File: config.mk
export PLATFORM = sky130hd
export DESIGN_NAME = lpcmp_timer
export DESIGN_NICKNAME = d
export VERILOG_FILES = /design/src/rtl/lpt_pkg.sv /design/src/rtl/lpt_ctrl.sv /design/src/rtl/lpt_datapath.sv /design/src/rtl/lpcmp_timer.sv
export SDC_FILE = /design/constraint.sdc
export NUM_CORES = 1
export LEC_CHECK = 0
export CORE_ASPECT_RATIO = 0.7
export CORE_UTILIZATION = 45
export DETAILED_ROUTE_END_ITERATION = 6
export HOLD_SLACK_MARGIN = 0.15
export PLACE_DENSITY = 0.77
export SYNTH_ARGS = -nofsm -noshare
export SYNTH_HDL_FRONTEND = slang
export SYNTH_SLANG_ARGS = --single-unit
File: constraint.sdc
create_clock -name clk -period 1.8 [get_ports clk]
set_input_delay 0.36 -clock clk [delete_from_list [all_inputs] [get_ports clk]]
set_output_delay 0.36 -clock clk [all_outputs]
set_load 0.02 [all_outputs]
File: src/rtl/lpt_pkg.sv
package lpt_pkg;
  localparam int CNT_W  = 16;
  localparam int NUM_IN = 4;
  localparam int SEL_W  = $clog2(NUM_IN);
  localparam int PRE_W  = 7;
  localparam int DATA_W = 32;
  localparam int ADDR_W = 4;

  // word index taken from addr[3:2]
  localparam logic [1:0] REG_CTRL = 2'd0;
  localparam logic [1:0] REG_PRE  = 2'd1;
  localparam logic [1:0] REG_CMP  = 2'd2;
  localparam logic [1:0] REG_CNT  = 2'd3;

  // control word bit positions
  localparam int B_RUN  = 0;
  localparam int B_SRC  = 1;
  localparam int B_WRAP = 2;
  localparam int B_POL  = 3;
  localparam int B_SEL  = 4;
  localparam int B_IE   = 6;
  localparam int B_FLAG = 7;

  typedef struct packed {
    logic             active;
    logic             incr;
    logic             freeRun;
    logic             clrFlag;
    logic             loadCmp;
    logic [CNT_W-1:0] cmpData;
  } lpt_strobe_t;
endpackage

File: src/rtl/lpt_ctrl.sv
module lpt_ctrl
  import lpt_pkg::*;
(
  input  logic                 clk,
  input  logic                 rstN,
  input  logic [ADDR_W-1:0]    addr,
  input  logic                 wrEn,
  input  logic [DATA_W-1:0]    wrData,
  input  logic                 timeTick,
  input  logic [NUM_IN-1:0]    pulseIn,
  input  logic [CNT_W-1:0]     cntVal,
  input  logic [CNT_W-1:0]     cmpVal,
  input  logic                 flagVal,
  output logic [DATA_W-1:0]    rdData,
  output lpt_strobe_t          strb,
  output logic                 intEn,
  output logic [PRE_W-1:0]     prescaleCfg
);
  logic              enQ, srcQ, freeRunQ, polQ, ieQ;
  logic [SEL_W-1:0]  selQ;
  logic [PRE_W-1:0]  preQ;
  logic              aligned, wrCtrl, wrPre, wrCmp;
  logic [NUM_IN-1:0] syncA, syncB, prevQ, riseV, fallV;
  logic              pulseEdge, incr;
  logic              unusedBits;

  assign aligned = (addr[1:0] == 2'b00);
  assign wrCtrl  = wrEn && aligned && (addr[3:2] == REG_CTRL);
  assign wrPre   = wrEn && aligned && (addr[3:2] == REG_PRE);
  assign wrCmp   = wrEn && aligned && (addr[3:2] == REG_CMP);
  assign unusedBits = ^wrData[DATA_W-1:CNT_W];

  // configuration registers; mode fields frozen while running
  always_ff @(posedge clk or negedge rstN) begin
    if (!rstN) begin
      enQ      <= 1'b0;
      srcQ     <= 1'b0;
      freeRunQ <= 1'b0;
      polQ     <= 1'b0;
      selQ     <= '0;
      ieQ      <= 1'b0;
      preQ     <= '0;
    end else begin
      if (wrCtrl) begin
        enQ <= wrData[B_RUN];
        ieQ <= wrData[B_IE];
        if (!enQ) begin
          srcQ     <= wrData[B_SRC];
          freeRunQ <= wrData[B_WRAP];
          polQ     <= wrData[B_POL];
          selQ     <= wrData[B_SEL +: SEL_W];
        end
      end
      if (wrPre) preQ <= wrData[PRE_W-1:0];
    end
  end

  // two-flop synchronizer plus one history flop per pulse input
  always_ff @(posedge clk or negedge rstN) begin
    if (!rstN) begin
      syncA <= '0;
      syncB <= '0;
      prevQ <= '0;
    end else begin
      syncA <= pulseIn;
      syncB <= syncA;
      prevQ <= syncB;
    end
  end

  for (genvar gi = 0; gi < NUM_IN; gi++) begin : g_edge
    assign riseV[gi] = syncB[gi] & ~prevQ[gi];
    assign fallV[gi] = ~syncB[gi] & prevQ[gi];
  end

  assign pulseEdge = polQ ? fallV[selQ] : riseV[selQ];
  assign incr      = enQ && (srcQ ? pulseEdge : timeTick);

  always_comb begin
    strb.active  = enQ;
    strb.incr    = incr;
    strb.freeRun = freeRunQ;
    strb.clrFlag = wrCtrl && wrData[B_FLAG];
    strb.loadCmp = wrCmp;
    strb.cmpData = wrData[CNT_W-1:0];
  end

  assign intEn       = ieQ;
  assign prescaleCfg = preQ;

  always_comb begin
    rdData = '0;
    if (aligned) begin
      unique case (addr[3:2])
        REG_CTRL: begin
          rdData[B_RUN]              = enQ;
          rdData[B_SRC]              = srcQ;
          rdData[B_WRAP]             = freeRunQ;
          rdData[B_POL]              = polQ;
          rdData[B_SEL +: SEL_W]     = selQ;
          rdData[B_IE]               = ieQ;
          rdData[B_FLAG]             = flagVal;
        end
        REG_PRE: rdData[PRE_W-1:0]   = preQ;
        REG_CMP: rdData[CNT_W-1:0]   = cmpVal;
        REG_CNT: rdData[CNT_W-1:0]   = cntVal;
        default: rdData = '0;
      endcase
    end
  end


  locked_fields_chk: assert property (@(posedge clk) disable iff (!rstN)
    (enQ && wrCtrl) |=> $stable({srcQ, freeRunQ, polQ, selQ}));


  single_incr_chk: assert property (@(posedge clk) disable iff (!rstN)
    (srcQ && incr) |=> !incr);
endmodule

File: src/rtl/lpt_datapath.sv
module lpt_datapath
  import lpt_pkg::*;
(
  input  logic             clk,
  input  logic             rstN,
  input  lpt_strobe_t      strb,
  output logic [CNT_W-1:0] cntQ,
  output logic [CNT_W-1:0] cmpQ,
  output logic             flagQ,
  output logic             trigQ
);
  logic hit, cmpZero;

  assign hit     = (cntQ == cmpQ);
  assign cmpZero = (cmpQ == '0);

  always_ff @(posedge clk or negedge rstN) begin
    if (!rstN) begin
      cntQ  <= '0;
      cmpQ  <= '0;
      flagQ <= 1'b0;
      trigQ <= 1'b0;
    end else begin
      if (strb.loadCmp) cmpQ <= strb.cmpData;
      if (!strb.active) begin
        cntQ  <= '0;
        flagQ <= 1'b0;
        trigQ <= 1'b0;
      end else begin
        if (strb.clrFlag) flagQ <= 1'b0;
        if (strb.incr) begin
          if (hit) begin
            flagQ <= 1'b1;
            trigQ <= 1'b1;
            cntQ  <= strb.freeRun ? cntQ + 1'b1 : '0;
          end else begin
            trigQ <= trigQ & cmpZero;
            cntQ  <= cntQ + 1'b1;
          end
        end
      end
    end
  end


  idle_clear_chk: assert property (@(posedge clk) disable iff (!rstN)
    !strb.active |=> (cntQ == '0) && !flagQ && !trigQ);


  restart_on_hit_chk: assert property (@(posedge clk) disable iff (!rstN)
    (strb.active && strb.incr && !strb.freeRun && hit) |=> (cntQ == '0));


  flag_on_hit_chk: assert property (@(posedge clk) disable iff (!rstN)
    (strb.active && strb.incr && hit) |=> flagQ);


  trig_hold_chk: assert property (@(posedge clk) disable iff (!rstN)
    (strb.active && !strb.incr) |=> $stable(trigQ));


  hold_count_chk: assert property (@(posedge clk) disable iff (!rstN)
    (strb.active && !strb.incr) |=> $stable(cntQ));
endmodule

File: src/rtl/lpcmp_timer.sv
module lpcmp_timer
  import lpt_pkg::*;
(
  input  logic                 clk,
  input  logic                 rstN,
  input  logic [ADDR_W-1:0]    addr,
  input  logic                 wrEn,
  input  logic [DATA_W-1:0]    wrData,
  output logic [DATA_W-1:0]    rdData,
  input  logic                 timeTick,
  input  logic [NUM_IN-1:0]    pulseIn,
  output logic [PRE_W-1:0]     prescaleCfg,
  output logic                 irq,
  output logic                 hwTrig
);
  lpt_strobe_t      strb;
  logic [CNT_W-1:0] cntVal, cmpVal;
  logic             flagVal, trigVal, intEn;

  lpt_ctrl u_ctrl (
    .clk         (clk),
    .rstN        (rstN),
    .addr        (addr),
    .wrEn        (wrEn),
    .wrData      (wrData),
    .timeTick    (timeTick),
    .pulseIn     (pulseIn),
    .cntVal      (cntVal),
    .cmpVal      (cmpVal),
    .flagVal     (flagVal),
    .rdData      (rdData),
    .strb        (strb),
    .intEn       (intEn),
    .prescaleCfg (prescaleCfg)
  );

  lpt_datapath u_dp (
    .clk   (clk),
    .rstN  (rstN),
    .strb  (strb),
    .cntQ  (cntVal),
    .cmpQ  (cmpVal),
    .flagQ (flagVal),
    .trigQ (trigVal)
  );

  assign irq    = flagVal & intEn;
  assign hwTrig = trigVal;


  irq_needs_flag_chk: assert property (@(posedge clk) disable iff (!rstN)
    irq |-> (rdData[B_FLAG] || addr[3:2] != REG_CTRL || addr[1:0] != 2'b00));
endmodule

==> metrics.md <==
| Metric | Value |
|---|---|
| Die area | 7837 sq um |
| CP Launch Type | flop |
| CTS max path bufs | 2 |
| Clock sinks | 60 |
| # fillers | 474 |
| Crit path required time | 2.08 ns |
| Post-synthesis sequential area ratio | 0.4459 |
| IO Pins | 85 |
| Largest net degree at the start of global routing | 61 |
| Main area contributors after synthesis | dfrtp_1 (45%), mux2_2 (10%), xnor2_1 (4.2%) |
| Synth Area per Inst | 11.22 sq um |
| Drc violations | 0 |
| FP Rows | 25 |
| Post-synthesis async set-or-reset flop share | 1.000 |
| Final Instance Area | 4895 sq um |
| Die Y | 74.37 um |
| Synth top area share | 0.4459 |
| Status | finished with violations |
| Crit path time final | 2.126 ns |
| Dominant cell type by area after synthesis | dfrtp_1 |
| Clock Tree Root | clkbuf_8 |
| Non-Filler Instances | 527 |
| Vias per inst | 5.471 |
| Layout cells sized above 1 | 0.4457 |
| Design Power | just under 5000 uW |
| Area delta synth->final | 45.37% |
| Worst-path clk slew | around 0.070 ns |
| Final Cycle Share | 1.181 |
| Setup TNS | -6.059 ns |
| Hold Crit Class | flop to flop |
| First-pass GRT wire length | 14.96 mm |
| Ant. Diodes | 0 |
| Final WS setup | -0.3259 ns |
| Post-Place Cells | approximately 500 |
| PortBufs | 52 |
| Worst-Skew Late Latency | 0.36 ns |
| Final Hold Viols | 0 |
| Failing checks | negative setup slack |
| Detailed placement HPWL | 6.538 mm |
| Pins Over Slew Limit | 0 |
| Leakage | 0.002304 uW |
| Multi-input gate area | roughly 1800 sq um |
| Global route total overflow | 0 |
| Clock skew | about 0.013 ns |
| CP Max Fanout | 14 |
| Placed cell area | 4399 sq um |
| Initial core utilization | 0.4827 |
| Count leader, synth | dfrtp_1 |
| Max VDD drop | 0.7283 mV |
| Critical Path End Type | flop |
| Remaining antenna violation count | 0 |
| Maximum clock rate | 470.4 MHz |
| Core Box Area | roughly 7000 sq um |
| Power Dens Cells | 1005 nW/um^2 |
| Crit path arrival time | 2.41 ns |
| Setup CP Type | flop to flop |
| Synth Cell Area | 3367 sq um |
| CTS buffer count | 9 |
| Antenna violations before repair | 0 |
| Commonest cells in the netlist | dfrtp_1 (60), mux2_2 (30), nand2_1 (19), nor2_1 (19), buf_4 (17) |
| Initial drt markers | roughly 180 |
| Number of global-route vias before repair | 2814 |
| Nets | 473 |
| GRT Util Overall | 0.2597 |
| Drt pass-1 iters | 4 |
| Seq cells post-synth | 60 |
| Synth warnings | 0 |
| Final Setup Violations | 26 |
| Register area | 1508 sq um |
| Vias | 2883 |
| Htree depth | 3 |
| Cell count after synthesis | 300 |
| Routability cong. | 0.8450 |
| Pre-CTS WS | -0.8240 ns |
| Post-synth cell types | 55 |
| Avg WL per Cell | 18.24 um |
| CTS tree | yes |
| MaxCap Viol Count | 0 |
| Ys flop type | dfrtp_1 |
| Routed Wire Length | 9.610 mm |
| EDFF count, synth | 0 |
| Die width | 105.4 um |
| RSZ-0062 raised after global routing | yes |
-- worst max-delay path: stages, from the launching register on --
cell and delay [ns]:
dfrtp_2 0.46, or3b_4 0.40, o2bb2ai_2 0.12, a211o_1 0.36, a211oi_4 0.23, buf_12 0.18, and4b_1 0.20, a31o_1 0.10
-- cell type report --
class,instances,share of cell area
tap,94,0.02403
clock inverter,4,0.01943
timing repair buffer,132,0.2411
inverter,3,0.002301
sequential,60,0.3080
multi-input combinational,222,0.3735
clock buffer,12,0.03170
-- sequential cells by signal (all words and copies together), names as in the netlist, 2 cells and up --
register and cells:
u_ctrl.syncA 4, u_dp.cntQ 16, u_ctrl.selQ 2, u_dp.cmpQ 16
u_ctrl.prescaleCfg 7, u_ctrl.prevQ 4, u_ctrl.syncB 4
-- metal layers --
metal | up-vias | GRT usage | share of wire
met2 | 109 | 0.3845 | 0.47
met3 | 14 | 0.08940 | 0.074
met4 | 0 | 0.08607 | 0.015
met1 | 1436 | 0.3592 | 0.44
li1 | 1324 | - | -
met5 | - | 0 | 0
-- through the flow --
step	hold slack, ns	util
finish	0.3471	0.7017
detailed placement	0.3358	0.6307
floorplan	0.06441	-
CTS	0.3497	0.6904
global route	0.3588	0.7017
global placement	0.3338	0.6307
-- logic make-up (layout without fill, tap and decap cells) --
kind of cell | after synthesis | count (layout) | share of synthesized area
compound gates | 43 | 43 | 0.09514
flops | 60 | 60 | 0.4459
other cells | 1 | 16 | 0.001114
buf+inv | 33 | 151 | 0.06465
xor+xnor | 16 | 16 | 0.04162
mux | 46 | 46 | 0.1750
simple gates | 100 | 100 | 0.1728
fa+ha+maj | 1 | 1 | 0.003715
-- final timing paths --
check	start	end	slack, ns	cells past startpoint
max in group asynchronous	rstN	u_ctrl.selQ[1]$_DFFE_PN0P_	0.96	3
min in group asynchronous	rstN	u_dp.cntQ[14]$_DFFE_PN0P_	0.52	3
worst min-delay path	u_ctrl.syncA[3]$_DFF_PN0_	u_ctrl.syncB[3]$_DFF_PN0_	0.35	0
worst max register to register	u_ctrl.selQ[1]$_DFFE_PN0P_	u_dp.cntQ[5]$_DFFE_PN0P_	-0.33	7
worst max-delay path	u_ctrl.selQ[1]$_DFFE_PN0P_	u_dp.cntQ[5]$_DFFE_PN0P_	-0.33	7
worst min register to register	u_ctrl.syncA[3]$_DFF_PN0_	u_ctrl.syncB[3]$_DFF_PN0_	0.35	0
-- power by group --
part	internal, uW	total [uW]	switching, uW
sequential	1540	1720	182
clock	993	1530	539
combinational	916	1660	746
total	3450	4920	1470
-- timing repair --
action,CTS,global route
setup buffers,9,1
pin swaps,18,5
cloned,1,0
hold buffers,1,0
resized for setup,126,24
endpoints found under the setup margin,35,40
endpoints found under the hold margin,60,0
-- cell usage in the layout, fill, tap and decap left out, types with 11 or more instances in the layout --
cell type,n
buf_4,64
dfrtp_1,55
mux2_2,29
clkdlybuf4s50_1,23
buf_6,21
nor2_1,18
nand2_1,17
conb_1,16
xnor2_1,14
clkbuf_8,11
No activity file was read; power rests on OpenSTA's default activity.
